[config.mk]
export PLATFORM = sky130hd
export DESIGN_NAME = pwr_seq_top
export DESIGN_NICKNAME = d
export VERILOG_FILES = /design/src/rtl/pwr_seq_pkg.sv /design/src/rtl/pwr_seq_cnt.sv /design/src/rtl/pwr_seq_fsm.sv /design/src/rtl/pwr_seq_top.sv
export SDC_FILE = /design/constraint.sdc
export NUM_CORES = 1
export LEC_CHECK = 0
export BUFFER_PORTS_ARGS = -buffer_cell sky130_fd_sc_hd__buf_2
export CAP_MARGIN = 10
export CORE_UTILIZATION = 54
export DETAILED_ROUTE_END_ITERATION = 8
export PLACE_DENSITY = 0.85
export SLEW_MARGIN = 20
export SYNTH_ARGS = -nofsm -noshare
export SYNTH_HDL_FRONTEND = slang
export SYNTH_SLANG_ARGS = --single-unit
[constraint.sdc]
create_clock -name clk -period 3.6 [get_ports clk]
set_input_delay 1.08 -clock clk [delete_from_list [all_inputs] [get_ports clk]]
set_output_delay 1.08 -clock clk [all_outputs]
set_load 0.01 [all_outputs]
[src/rtl/pwr_seq_pkg.sv]
package pwr_seq_pkg;

    typedef enum logic [2:0] {
        PS_IDLE,
        PS_RAMP,
        PS_HOLD,
        PS_RUN,
        PS_FAULT
    } pseq_state_e;

endpackage

[src/rtl/pwr_seq_cnt.sv]
module pwr_seq_cnt #(
    parameter int W = 4
) (
    input  logic         clk,
    input  logic         rst_n,
    input  logic         load_i,
    input  logic [W-1:0] load_val_i,
    output logic         zero_o
);

    logic [W-1:0] cnt_d, cnt_q;

    always_comb begin
        cnt_d = cnt_q;
        if (load_i) begin
            cnt_d = load_val_i;
        end else if (cnt_q != '0) begin
            cnt_d = cnt_q - 1'b1;
        end
    end

    always_ff @(posedge clk or negedge rst_n) begin
        if (!rst_n) begin
            cnt_q <= '0;
        end else begin
            cnt_q <= cnt_d;
        end
    end

    assign zero_o = (cnt_q == '0);

endmodule

[src/rtl/pwr_seq_fsm.sv]
module pwr_seq_fsm
    import pwr_seq_pkg::*;
#(
    parameter int N_RAIL   = 6,
    parameter int CNT_W    = 4,
    parameter int TMO_CYC  = 4,
    parameter int HOLD_CYC = 3
) (
    input  logic              clk,
    input  logic              rst_n,
    input  logic [N_RAIL-1:0] pg_i,
    input  logic              zero_i,
    output logic              load_o,
    output logic [CNT_W-1:0]  load_val_o,
    output logic [N_RAIL-1:0] en_o,
    output logic              run_o,
    output logic              fault_o,
    output logic              early_fail_o
);

    localparam int SW = (N_RAIL > 1) ? $clog2(N_RAIL) : 1;
    localparam logic [SW-1:0]    LAST_STEP = SW'(N_RAIL - 1);
    localparam logic [CNT_W-1:0] TMO_LOAD  = CNT_W'(TMO_CYC - 1);
    localparam logic [CNT_W-1:0] HOLD_LOAD = CNT_W'(HOLD_CYC - 1);

    typedef struct packed {
        pseq_state_e   state;
        logic [SW-1:0] step;
        logic          ef;
    } fsm_t;

    fsm_t cur_q, nxt_d;
    logic [N_RAIL-1:0] en_mask, chk_mask;
    logic              checked_ok;

    always_comb begin
        en_mask  = '0;
        chk_mask = '0;
        for (int i = 0; i < N_RAIL; i++) begin
            unique case (cur_q.state)
                PS_RAMP: begin
                    en_mask[i]  = (i <= int'(cur_q.step));
                    chk_mask[i] = (i <  int'(cur_q.step));
                end
                PS_HOLD, PS_RUN: begin
                    en_mask[i]  = 1'b1;
                    chk_mask[i] = 1'b1;
                end
                default: begin
                    en_mask[i]  = 1'b0;
                    chk_mask[i] = 1'b0;
                end
            endcase
        end
        checked_ok = &(pg_i | ~chk_mask);

        nxt_d      = cur_q;
        load_o     = 1'b0;
        load_val_o = TMO_LOAD;

        unique case (cur_q.state)
            PS_IDLE: begin
                nxt_d.state = PS_RAMP;
                nxt_d.step  = '0;
                load_o      = 1'b1;
            end
            PS_RAMP: begin
                if (!checked_ok) begin
                    nxt_d.state = PS_FAULT;
                end else if (pg_i[cur_q.step]) begin
                    load_o = 1'b1;
                    if (cur_q.step == LAST_STEP) begin
                        nxt_d.state = PS_HOLD;
                        load_val_o  = HOLD_LOAD;
                    end else begin
                        nxt_d.step = cur_q.step + 1'b1;
                    end
                end else if (zero_i) begin
                    nxt_d.state = PS_FAULT;
                end
            end
            PS_HOLD: begin
                if (!checked_ok) begin
                    nxt_d.state = PS_FAULT;
                end else if (zero_i) begin
                    nxt_d.state = PS_RUN;
                end
            end
            PS_RUN: begin
                if (!checked_ok) begin
                    nxt_d.state = PS_FAULT;
                end
            end
            default: begin
                nxt_d.state = PS_FAULT;
            end
        endcase

        if (nxt_d.state == PS_FAULT && cur_q.state != PS_FAULT) begin
            nxt_d.ef = cur_q.ef | ~pg_i[0];
        end
    end

    always_ff @(posedge clk or negedge rst_n) begin
        if (!rst_n) begin
            cur_q <= '{state: PS_IDLE, step: '0, ef: 1'b0};
        end else begin
            cur_q <= nxt_d;
        end
    end

    assign en_o         = en_mask;
    assign run_o        = (cur_q.state == PS_RUN);
    assign fault_o      = (cur_q.state == PS_FAULT);
    assign early_fail_o = cur_q.ef;

endmodule

[src/rtl/pwr_seq_top.sv]
module pwr_seq_top #(
    parameter int N_RAIL   = 6,
    parameter int STAT_W   = 8,
    parameter int PG15_IDX = 3,
    parameter int TMO_CYC  = 4,
    parameter int HOLD_CYC = 3
) (
    input  logic              clk,
    input  logic              por_n,
    input  logic [N_RAIL-1:0] pg_i,
    output logic [N_RAIL-1:0] en_o,
    output logic              sys_rst_n_o,
    output logic [STAT_W-1:0] pg_status_o,
    output logic              early_fail_o
);

    localparam int MAXC  = (TMO_CYC > HOLD_CYC) ? TMO_CYC : HOLD_CYC;
    localparam int CNT_W = $clog2(MAXC + 1);
    localparam int PAD_W = STAT_W - N_RAIL;

    logic             load_w;
    logic [CNT_W-1:0] load_val_w;
    logic             zero_w;
    logic             run_w;
    logic             fault_w;

    pwr_seq_cnt #(.W(CNT_W)) i_cnt (
        .clk        (clk),
        .rst_n      (por_n),
        .load_i     (load_w),
        .load_val_i (load_val_w),
        .zero_o     (zero_w)
    );

    pwr_seq_fsm #(
        .N_RAIL   (N_RAIL),
        .CNT_W    (CNT_W),
        .TMO_CYC  (TMO_CYC),
        .HOLD_CYC (HOLD_CYC)
    ) i_fsm (
        .clk          (clk),
        .rst_n        (por_n),
        .pg_i         (pg_i),
        .zero_i       (zero_w),
        .load_o       (load_w),
        .load_val_o   (load_val_w),
        .en_o         (en_o),
        .run_o        (run_w),
        .fault_o      (fault_w),
        .early_fail_o (early_fail_o)
    );

    // Release needs the run state plus every rail good, the 1.5 V rail included.
    assign sys_rst_n_o = run_w & (&pg_i) & pg_i[PG15_IDX];

    generate
        if (PAD_W > 0) begin : g_pad
            assign pg_status_o = {{PAD_W{1'b0}}, pg_i};
        end else begin : g_nopad
            assign pg_status_o = pg_i[STAT_W-1:0];
        end
    endgenerate

endmodule

==> summary.md, run 1 <==
Cell-internal power: 0.000244 W. For the remaining global-route overflow, the log shows 0. Buffers placed on the I/O ports in this run total 21. Using the TritonRoute via totals, the vias-per-cell ratio works out to 6.05. The distinct cell type count of the synthesized netlist is 38, and the worst supply voltage drop on vdd is 0.000344 V. The number of antenna violations at the first check in global routing came out at 0.

The number of global-route vias before repair was 690; the biggest fanout along the worst timing path was 5. Setup violations remaining at the end of the flow were counted as 0. Cell count after synthesis: 106. STA classifies the critical path startpoint as an input port. Clock tree synthesis found a total of 10 sinks. The I/O pin total was 24; the top cell type's share of synthesized area was 29.2%.

For this run, the share of the core covered by cells in the final layout is 61.8%. The routed wirelength normalized by instance count was 14.6 um. The flow ran to the end, and the final reports show no timing, DRC or antenna violations. Across every metal layer, demand over resource in global routing totals 24.3%. The floorplan has 14 rows. After filler insertion, the fill cell instance count of the layout stands at 131. Wires add up to 1950 um.

The data arrival time of the worst path is 2450 ps, and the count of synthesis-stage warnings from yosys is 0. The DRC violation count after routing came out at 0. The signal on the critical path passes through buf_2, maj3_2, a221o_1, nand2_1, nor3_1, and3_1, buf_2. Number of synthesized register bits: 10. Registers are responsible for 41.6% of the overall power. The clock latency on the worst-skew pair was 270 ps. In the layout the commonest cells are buf_2 (21), nor2_1 (14), dfrtp_1 (10), nand2_1 (7), nor3_1 (7). TritonCTS built the clock tree. At the end of the flow, the number of nets in the layout was 131. The ratio of cells with drive above 1 in the final layout came out at 27.4%.

The first-pass iteration count of the detailed router is 4. The library cell used most frequently in the layout, excluding fill and tap cells, is buf_2. For this run, the slowest stage of the critical path takes 380 ps. Setup repair after global routing left no endpoint under its margin. The core outline area is 0.00149 mm^2, and the starting density of the core is 57.5%. The root buffer cell chosen for the clock tree is clkbuf_4. After synthesis, the mean cell area works out to 8.07 um^2. The design draws 0.000399 W. The tools report the wire length of the first global-routing pass as 3320 um.

The tools report the number of max-slew violations in the final report as 0. Ratio of final minimum period to clock period: 98.2%. The floorplan step defined a die boundary enclosing 0.00175 mm^2. The synthesized netlist occupies a cell area of 856 um^2. Of the synthesized area, sequential elements account for 29.2%. The number of inserted diodes is 0, and the routability-driven placement congestion ratio is 0.888. The cts-stage hold buffer count is 0, and the measured slew at the worst slew-check pin is 502 ps. In this run, the combinational gates consume 38.7% of the power. For the worst setup path, the data required time is 2520 ps. From synthesis to final layout, the design area changed by 7.60%. In this run, post-CTS repair resized a total of 0 instances.

In this run the horizontal extent of the chip is 41.8 um. The detail route stage leaves a number of antenna-violating nets equal to 0. On the final layout, the worst clock skew is 7.92 ps. By startpoint and endpoint, the worst setup path is classified as input port to primary output. The setup TNS was 0 ps. The clock transition at the registers of the reported paths is 60 ps.

The logs give 283 MHz for the maximum clock rate and 16 for the pin count of the biggest net entering global routing. The floorplan step set the die height to 41.8 um. The run gives 0 as the max-cap violation count. The detailed-placement wirelength estimate came out at 1440 um. By area the synthesized netlist is led by dfrtp_1 (29%), buf_4 (7.0%), nor2_1 (6.1%). The most frequent cell on the critical path was buf_2.

The run gives 0 as the count of buffers added by post-CTS timing repair for setup. Net switching is 38.9% of the power. Among all stages on the critical path, the largest delay is contributed by a221o_1. Across all layers, the routed design uses 805 vias.

The maximum level of the CTS H-tree is 1. Of all cell types, the one taking the most synthesized area is dfrtp_1. The share of total power dissipated in the clock network is 19.7%. The element type at the critical path end was a primary output. For the final hold violation count, the log shows 0. The number of buffers created by CTS came out at 3. The net switching power is 0.000155 W. Counting along the longest clock path gives a buffer depth of 2. Summed over all cells, the static leakage comes to 0.443 nW. The path class of the tightest hold or removal check is register to register.

The time the worst path needs with I/O delays and setup was 3530 ps; the worst-case headroom to the max-slew limit was 66.2%. Power spread over the standard cell area amounts to 433 mW/mm^2. The run gives 40 as the count of routing violations after the opening detailed-route iteration.
area by class of cell:
cell class | instances | area (um^2) | area share, %
timing repair buffer | 21 | 105 | 11.4
inverter | 8 | 30.0 | 3.26
multi-input combinational | 75 | 493 | 53.5
clock buffer | 3 | 22.5 | 2.45
tap | 16 | 20.0 | 2.17
sequential | 10 | 250 | 27.2
cells by family after synthesis:
kind of cell	after synthesis	synth area share [%]
and+or+nand+nor	38	22.5
xor gates and xnor gates	1	1.02
muxes	5	5.99
AOI/OAI and AO/OA	24	20.0
adders and majority gates	5	7.16
buffers and inverters	22	13.6
DFF	10	29.2
other	1	0.438
cells in the mapped netlist:
| cell type | instances |
|---|---|
| a211oi_1 | 1 |
| a21oi_1 | 6 |
| a221o_1 | 1 |
| a22oi_2 | 1 |
| a311o_1 | 1 |
| a31oi_1 | 3 |
| a41o_1 | 1 |
| and3_1 | 1 |
| and3_2 | 1 |
| buf_2 | 3 |
| buf_4 | 8 |
| clkbuf_1 | 3 |
| conb_1 | 1 |
| dfrtp_1 | 10 |
| ha_1 | 4 |
| inv_1 | 6 |
| inv_2 | 2 |
| maj3_2 | 1 |
| mux2_2 | 1 |
| mux2i_1 | 4 |
| nand2_1 | 7 |
| nand3_1 | 3 |
| nand4_4 | 1 |
| nor2_1 | 14 |
| nor2b_1 | 1 |
| nor3_1 | 7 |
| nor3_2 | 1 |
| nor4_1 | 1 |
| o2111ai_1 | 1 |
| o211ai_1 | 1 |
| o21a_1 | 1 |
| o21ai_0 | 3 |
| o21bai_1 | 1 |
| o31a_1 | 1 |
| o31ai_1 | 1 |
| o32a_1 | 1 |
| or3_1 | 1 |
| xnor2_1 | 1 |
metrics by stage:
stage               cell area, um^2  setup WS (ps)  instances  hold slack [ps]
floorplan                       860            396        107              458
global placement                898            131        130              471
detailed placement              898           90.9        130              543
CTS                             921           83.7        133              559
global route                    921           1.70        133              607
finish                          921           66.4        133              554
worst max-delay path, delay by kind of cell:
| family | cells | cell delay [ps] |
|---|---|---|
| AOI/OAI and AO/OA | 1 | 380 |
| and+or+nand+nor | 3 | 430 |
| adders and majority gates | 1 | 300 |
| buffers and inverters | 2 | 260 |
flip-flops by register name (all words and copies together), names as in the netlist:
name / count
i_cnt.cnt_q: 3
i_fsm.cur_q: 6
i_fsm.early_fail_o: 1
layer usage:
metal	global-route usage (%)	routed length [um]	part of all wire, %
met3	5.22	130	6.7
met2	36.6	958	49
met5	0	0	0
met1	36.0	849	44
met4	4.52	8	0.41
power by group through the flow:
stage                     clock (W)  combinational, W  sequential [W]
final                     0.0000786          0.000154        0.000166
after global routing      0.0000845          0.000178        0.000169
after CTS                 0.0000785          0.000155        0.000165
after detailed placement          0          0.000154        0.000167
after global placement            0          0.000143        0.000164
after floorplan                   0          0.000136        0.000152
final timing paths:
kind                           startpoint                 end  slack (ps)  cells past startpoint
max                               pg_i[0]         sys_rst_n_o          70                      7
min                        i_cnt.cnt_q[2]      i_cnt.cnt_q[2]         550                      2
max reg2reg                i_fsm.cur_q[5]      i_fsm.cur_q[3]        1470                      6
min reg2reg                i_cnt.cnt_q[2]      i_cnt.cnt_q[2]         550                      2
max in group asynchronous           por_n      i_fsm.cur_q[2]        2730                      1
min in group asynchronous           por_n  i_fsm.early_fail_o         660                      1
(Power assumes the default switching activity.)
==> run 2, diff against run 1 <==
--- a/config.mk
+++ b/config.mk
@@ -7,9 +7,11 @@
 export LEC_CHECK = 0
 export BUFFER_PORTS_ARGS = -buffer_cell sky130_fd_sc_hd__buf_2
 export CAP_MARGIN = 10
-export CORE_UTILIZATION = 54
+export CELL_PAD_IN_SITES_DETAIL_PLACEMENT = 2
+export CELL_PAD_IN_SITES_GLOBAL_PLACEMENT = 2
+export CORE_UTILIZATION = 31
 export DETAILED_ROUTE_END_ITERATION = 8
-export PLACE_DENSITY = 0.85
+export PLACE_DENSITY = 0.86
 export SLEW_MARGIN = 20
 export SYNTH_ARGS = -nofsm -noshare
 export SYNTH_HDL_FRONTEND = slang
==> run 2 against run 1 <==
Compared with the run above: critical path depth is the same; setup slack better by 11 ps; non-clock buffer count stayed put; utilization decreased by 25 points; critical endpoint unchanged.
==> summary.md, run 2 (synthesis gave the netlist of run 1 again) <==
The flow ran to the end, and the final reports show no timing, DRC or antenna violations. The final worst clock skew is 5.60 ps (-2.32 ps), and the detailed-placement wirelength estimate is 1940 um (+35%). Number of global-route vias before repair: 743 (+7.7%).

The depth of the worst hold-timing path is 2 (unchanged). Traced cell by cell, the critical path runs through buf_2, maj3_2, a221o_1, nand2_2, nor3_1, and3_1, buf_2. The TritonCTS sink count came out at 10 (unchanged).

Summed area of non-filler cells in the final layout: 941 um^2 (+2.2%). The logs give 0.00254 mm^2 (+71%) for the core outline area and 0 ps (unchanged) for the setup TNS. The full die area was 0.00297 mm^2 (+70%). The starting density of the core is 33.6% (-24 points), and the part of the power in registers is 41.6% (about the same). The routed wirelength normalized by instance count came out at 16.9 um (+16%).

The cell area after placement is 916 um^2 (+1.9%), and the number of buffers created by CTS is 3 (unchanged). The number of vias per cell is 5.53 (-8.6%), and the maximum buffer depth of the clock tree is 2 (unchanged). The library cells used most frequently in the layout, excluding fill and tap cells, are buf_2 (21), nor2_1 (14), dfrtp_1 (10), nor3_1 (7). The time the worst path needs with I/O delays and setup is 3520 ps (-11.4 ps). The first-pass iteration count of the detailed router came out at 4 (unchanged). The critical path is of the input port to primary output type. The final-layout fill cell count is 321 (+150%), and the overall die width is 54.5 um (+30%). The number of max-slew violations in the final report is 0 (unchanged), and the remaining antenna violation count after routing is 0 (unchanged). The number of core rows was 18 (+4).

The logs give 0 (unchanged) for the DRC violation count after routing and 0 (unchanged) for the cts-stage hold buffer count. The setup slack of the worst register-to-register path came out at 1450 ps (-20 ps). The most frequent cell on the critical path was buf_2. Ratio of cells with drive above 1 in the final layout: 28.2% (+0.85 points). The run gives 40.0% (+1.3 points) as the combinational cell fraction of total power.

The run gives 0 (unchanged) as the number of antenna violations at the first check in global routing. CTS placed an instance of clkbuf_4 at the clock tree root. The measured slew at the worst slew-check pin was 541 ps (+38.7 ps). On the critical path, the stage with the largest delay is an instance of a221o_1. The run gives 813 (+0.99%) as the total number of vias. The clock transition at the registers of the reported paths is 60 ps (about the same), and the final count of negative-setup-slack endpoints is 0 (unchanged). The portion of total power attributed to the clock network came out at 18.4% (-1.3 points). The max-cap violation count was 0 (unchanged); the wire length of the first global-routing pass was 3900 um (+17%). For the maximum level of the CTS H-tree, the log shows 1 (unchanged).

Endpoint of the worst-slack reg-to-reg timing path: i_cnt.cnt_q[0]. The routability-driven placement congestion ratio is 0.721 (-19%), and the worst-case headroom to the max-slew limit is 63.6% (-2.6 points). The remaining global-route overflow was 0 (unchanged). The worst hold-check path type is register to register. The run gives 0.000157 W (+1.6%) as the net switching power.

The logs give 0 (unchanged) for the number of inserted diodes and 45.4 ps (-45.5 ps) for the pre-CTS worst setup slack. The ratio of final minimum period to clock period works out to 97.8% (-0.32 points). The height of the die was 54.5 um (+30%); the total global-route track usage was 19.2% (-5.1 points).

Counting flops per register, the top entry is i_fsm.cur_q. Element type at the critical path end: a primary output. The biggest fanout along the worst timing path is 5 (unchanged). The run gives 260 ps (about the same) as the clock latency on the worst-skew pair. The data arrival time of the worst path is 2440 ps (about the same), and the pin count of the biggest net entering global routing is 16 (unchanged).

The run gives 131 (unchanged) as the number of nets in the layout. The area growth from synthesis to layout works out to 9.94%. The most common cell after layout, fill and taps aside was buf_2. The origin of the worst min-delay path was i_cnt.cnt_q[1].

The setup slack of the critical path after layout was 77.8 ps (+11.4 ps); the count of routing violations after the opening detailed-route iteration was 4 (-90%). The fraction of power spent switching nets was 39.2% (+0.37 points). The maximum single-stage delay on the critical path is 390 ps (about the same), and the flip-flop count of the largest register after layout is 6 (unchanged).

The tightest hold margin is 507 ps (-47.6 ps). The I/O pin total was 24 (unchanged); the count of buffers inserted at the top-level ports was 21 (unchanged). The run gives 2490 um (+28%) as the routed wire length. Setup repair after global routing left no endpoint under its margin.

For the count of instances resized after the clock tree is built, the log shows 0 (unchanged). The run gives 284 MHz (+0.32%) as the maximum clock rate. The worst supply voltage drop on vdd is 0.000264 V (-23%). The power per cell area is 426 mW/mm^2 (-1.5%), and the leakage power summed over all cells is 0.443 nW (-0.12%). TritonCTS built the clock tree. The worst reg-to-reg path cell count came out at 6 (unchanged).

The launching point of the worst reg2reg path is i_fsm.cur_q[5]. For the final hold violation count, the log shows 0 (unchanged). STA classifies the critical path startpoint as an input port. For the critical path required time, the log shows 2520 ps (about the same).

The worst hold path terminates at i_cnt.cnt_q[1]. For the cell-internal power, the log shows 0.000244 W (about the same). The tools report the count of buffers added by post-CTS timing repair for setup as 0 (unchanged).
==> run 2: layout make-up <==
| cell class | instances | area (um^2) | share of cell area [%] |
|---|---|---|---|
| multi-input cells | 75 | 495 | 52.7 |
| well taps | 30 | 37.5 | 3.99 |
| clock buffers | 3 | 22.5 | 2.39 |
| flip-flops and latches | 10 | 250 | 26.6 |
| inverters | 8 | 30.0 | 3.19 |
| repair buffers | 21 | 105 | 11.2 |
==> run 2: routing by layer <==
metal / global-route usage (%) / vias up / share of wire (%)
met5: 0 / - / 0
met4: 3.85 / 0 / 0.48
met3: 5.00 / 2 / 2.3
met2: 32.1 / 11 / 49
met1: 24.7 / 411 / 48
li1: - / 389 / -
==> run 2: metrics by stage <==
step | util (%) | power (W) | instances
finish | 37.0 | 0.000401 | 147
global route | 37.0 | 0.000440 | 147
CTS | 36.9 | 0.000409 | 147
detailed placement | 36.0 | 0.000332 | 144
global placement | 36.0 | 0.000315 | 144
floorplan | - | 0.000288 | 107
==> run 2: power groups by stage <==
| stage | Sequential [W] | Combinational [W] | Clock, W |
|---|---|---|---|
| after floorplan | 0.000152 | 0.000136 | 0 |
| after global placement | 0.000166 | 0.000149 | 0 |
| after detailed placement | 0.000168 | 0.000164 | 0 |
| after CTS | 0.000166 | 0.000165 | 0.0000782 |
| after global routing | 0.000170 | 0.000183 | 0.0000869 |
| final | 0.000167 | 0.000160 | 0.0000739 |
==> run 2: critical path, delay by kind of cell <==
kind	cells	cell delay, ps
fa+ha+maj	1	300
simple gates	3	410
buf+inv	2	260
compound gates	1	390
==> run 2: how the worst max path moves through the flow <==
| stage | endpoint | slack [ps] | startpoint | cells past startpoint |
|---|---|---|---|---|
| finish | sys_rst_n_o | 80 | pg_i[0] | 7 |
| global route | sys_rst_n_o | 30 | pg_i[0] | 7 |
| floorplan | sys_rst_n_o | 400 | pg_i[0] | 5 |
| global placement | sys_rst_n_o | 120 | pg_i[0] | 7 |
| detailed placement | sys_rst_n_o | 50 | pg_i[0] | 7 |
| CTS | sys_rst_n_o | 40 | pg_i[0] | 7 |
==> run 3, diff against run 2 <==
--- a/config.mk
+++ b/config.mk
@@ -9,9 +9,10 @@
 export CAP_MARGIN = 10
 export CELL_PAD_IN_SITES_DETAIL_PLACEMENT = 2
 export CELL_PAD_IN_SITES_GLOBAL_PLACEMENT = 2
-export CORE_UTILIZATION = 31
+export CORE_UTILIZATION = 32
+export CTS_BUF_LIST = sky130_fd_sc_hd__clkbuf_4 sky130_fd_sc_hd__clkbuf_8
 export DETAILED_ROUTE_END_ITERATION = 8
-export PLACE_DENSITY = 0.86
+export PLACE_DENSITY = 0.88
 export SLEW_MARGIN = 20
 export SYNTH_ARGS = -nofsm -noshare
 export SYNTH_HDL_FRONTEND = slang
==> run 3 against run 2 <==
Compared with the run above: hold slack better by 15 ps; clock skew up 4.9 ps; wire length grew 6.6%; utilization grew 1.4 points; largest power group unchanged; sequential share of layout area is 0.52 points lower; critical path type unchanged; design area grew 2.0%; cell count is 1.4% higher; total power grew 9.7%; critical path depth did not move.
==> summary.md, run 3 (synthesis gave the netlist of run 1 again) <==
The setup slack of the worst register-to-register path is 1350 ps (-100 ps). The wire length of the first global-routing pass was 4370 um (+12%); the I/O pin total was 24 (unchanged). The tools report the critical path startpoint as pg_i[0]. The setup TNS is 0 ps (unchanged). Routed wire length: 2650 um (+6.6%). The final count of negative-setup-slack endpoints was 0 (unchanged). The worst supply voltage drop on vdd is 0.000210 V (-21%). The count of buffers inserted at the top-level ports was 21 (unchanged).

In this run the worst setup path terminates at sys_rst_n_o. The flip-flop count of the largest register after layout is 6 (unchanged). The DRC violation count after routing is 0 (unchanged), and the worst reg-to-reg path cell count is 7 (+1). The total number of vias was 826 (+1.6%).

STA classifies the critical path startpoint as an input port. The ratio of final minimum period to clock period works out to 97.9% (about the same). The max-cap violation count was 0 (unchanged). The worst hold-check path type was register to register. The worst register-to-register path begins at i_fsm.cur_q[5]. Overall die width: 53.7 um (-1.5%).

The starting density of the core is 34.2% (+0.61 points). The run gives 0 (unchanged) as the remaining global-route overflow. The library cell used most frequently in the layout, excluding fill and tap cells, is buf_2.

The height of the die works out to 53.7 um (-1.5%). The critical path is of the input port to primary output type. STA classifies the critical path endpoint as a primary output. The run gives 0 (unchanged) as the final hold violation count. Full die area: 0.00289 mm^2 (-3.0%). Core outline area: 0.00250 mm^2 (-1.8%). The maximum clock rate was 284 MHz (about the same). Cts-stage hold buffer count: 0 (unchanged).

The count of instances resized after the clock tree is built was 0 (unchanged). The data arrival time of the worst path came out at 2450 ps (about the same). Count of buffers added by post-CTS timing repair for setup: 0 (unchanged).

The time the worst path needs with I/O delays and setup is 3530 ps (+3.04 ps), and the power per cell area is 459 mW/mm^2 (+7.5%). TritonCTS built the clock tree. The worst-case headroom to the max-slew limit is 65.5% (+1.8 points), and the first-pass iteration count of the detailed router is 5 (+1). The pin count of the biggest net entering global routing is 16 (unchanged), and the count of routing violations after the opening detailed-route iteration is 3 (-1). The run gives 10 (unchanged) as the TritonCTS sink count. The endpoint of the worst-slack reg-to-reg timing path was i_fsm.cur_q[3].

The maximum level of the CTS H-tree was 1 (unchanged); the maximum buffer depth of the clock tree was 2 (unchanged). The run gives 0 (unchanged) as the remaining antenna violation count after routing. The run gives 10.5 ps (+4.93 ps) as the final worst clock skew. The clock transition at the registers of the reported paths works out to 70 ps (about the same).

The run gives 290 ps (+30 ps) as the clock latency on the worst-skew pair. The run gives 132 (+0.76%) as the number of nets in the layout. The measured slew at the worst slew-check pin was 517 ps (-24.4 ps).

Compared with the post-synthesis result, the final layout area differs by 12.1%. The ratio of cells with drive above 1 in the final layout works out to 28.6% (+0.37 points). The tools report the number of antenna violations at the first check in global routing as 0 (unchanged). For the tightest hold margin, the log shows 521 ps (+14.5 ps). The logs give 21.3% (+2.1 points) for the total global-route track usage and 0.767 (+6.4%) for the routability-driven placement congestion ratio.

The root buffer cell chosen for the clock tree is clkbuf_4. Leaving out fill and tap cells, the most frequent cells in the layout are buf_2 (21), nor2_1 (14), dfrtp_1 (10), nand2_1 (7), nor3_1 (7). The run finished with clean final reports. Setup repair after global routing left no endpoint under its margin. The routed wirelength normalized by instance count was 17.8 um (+5.2%). Most flop-heavy register: i_fsm.cur_q.

Number of inserted diodes: 0 (unchanged). The biggest fanout along the worst timing path is 5 (unchanged), and the number of global-route vias before repair is 879 (+18%). The number of vias per cell works out to 5.54 (+0.24%).

The number of max-slew violations in the final report is 0 (unchanged). The number of buffers created by CTS came out at 3 (unchanged). Number of core rows: 18 (unchanged). The detailed-placement wirelength estimate is 2000 um (+3.2%).

The run gives 0.456 nW (+3.0%) as the leakage power summed over all cells. The tools report the critical path required time as 2520 ps (about the same).
## run 3: power by group
group	total (W)	internal [W]	switching (W)
Clock	0.000113	0.0000617	0.0000510
Combinational	0.000161	0.0000683	0.0000927
Sequential	0.000166	0.000137	0.0000292
Total	0.000440	0.000267	0.000173
## run 3: how the worst min path moves through the flow
stage,from,end,cells past startpoint
detailed placement,i_cnt.cnt_q[1],i_cnt.cnt_q[1],2
floorplan,i_cnt.cnt_q[1],i_cnt.cnt_q[1],2
global route,i_cnt.cnt_q[1],i_cnt.cnt_q[1],2
finish,i_cnt.cnt_q[1],i_cnt.cnt_q[1],2
global placement,i_cnt.cnt_q[1],i_cnt.cnt_q[1],2
CTS,i_cnt.cnt_q[1],i_cnt.cnt_q[1],2
## run 3: critical path, stage by stage
cell and delay [ps]:
buf_2 130, maj3_2 300, a221o_1 370, nand2_1 130, nor3_1 80, and3_1 200, buf_2 130
## run 3: stage by stage
step           total power [W]  instances  setup WS [ps]  area [um^2]  util (%)
6_report              0.000440        149           74.8          960      38.4
5_1_grt               0.000474        149           1.88          960      38.4
4_1_cts               0.000443        149           71.3          960      38.4
3_5_place_dp          0.000330        145           93.9          923      36.9
3_3_place_gp          0.000311        145            125          923      36.9
2_1_floorplan         0.000288        107            396          860         -
## run 3: layer usage
metal,vias up,share of wire [%],GRT usage [%],wire length [um]
met5,-,0,0,0
met4,0,1.3,7.46,34
met3,3,2.6,2.54,70
met2,15,51,36.2,1350
met1,418,45,27.3,1200
li1,390,-,-,-
## run 3: final cells by class
| class | count | area (um^2) |
|---|---|---|
| fillers | 290 | 1540 |
| multi-input cells | 75 | 493 |
| flip-flops and latches | 10 | 250 |
| repair buffers | 22 | 113 |
| well taps | 30 | 37.5 |
| clock buffers | 4 | 36.3 |
| inverters | 8 | 30.0 |
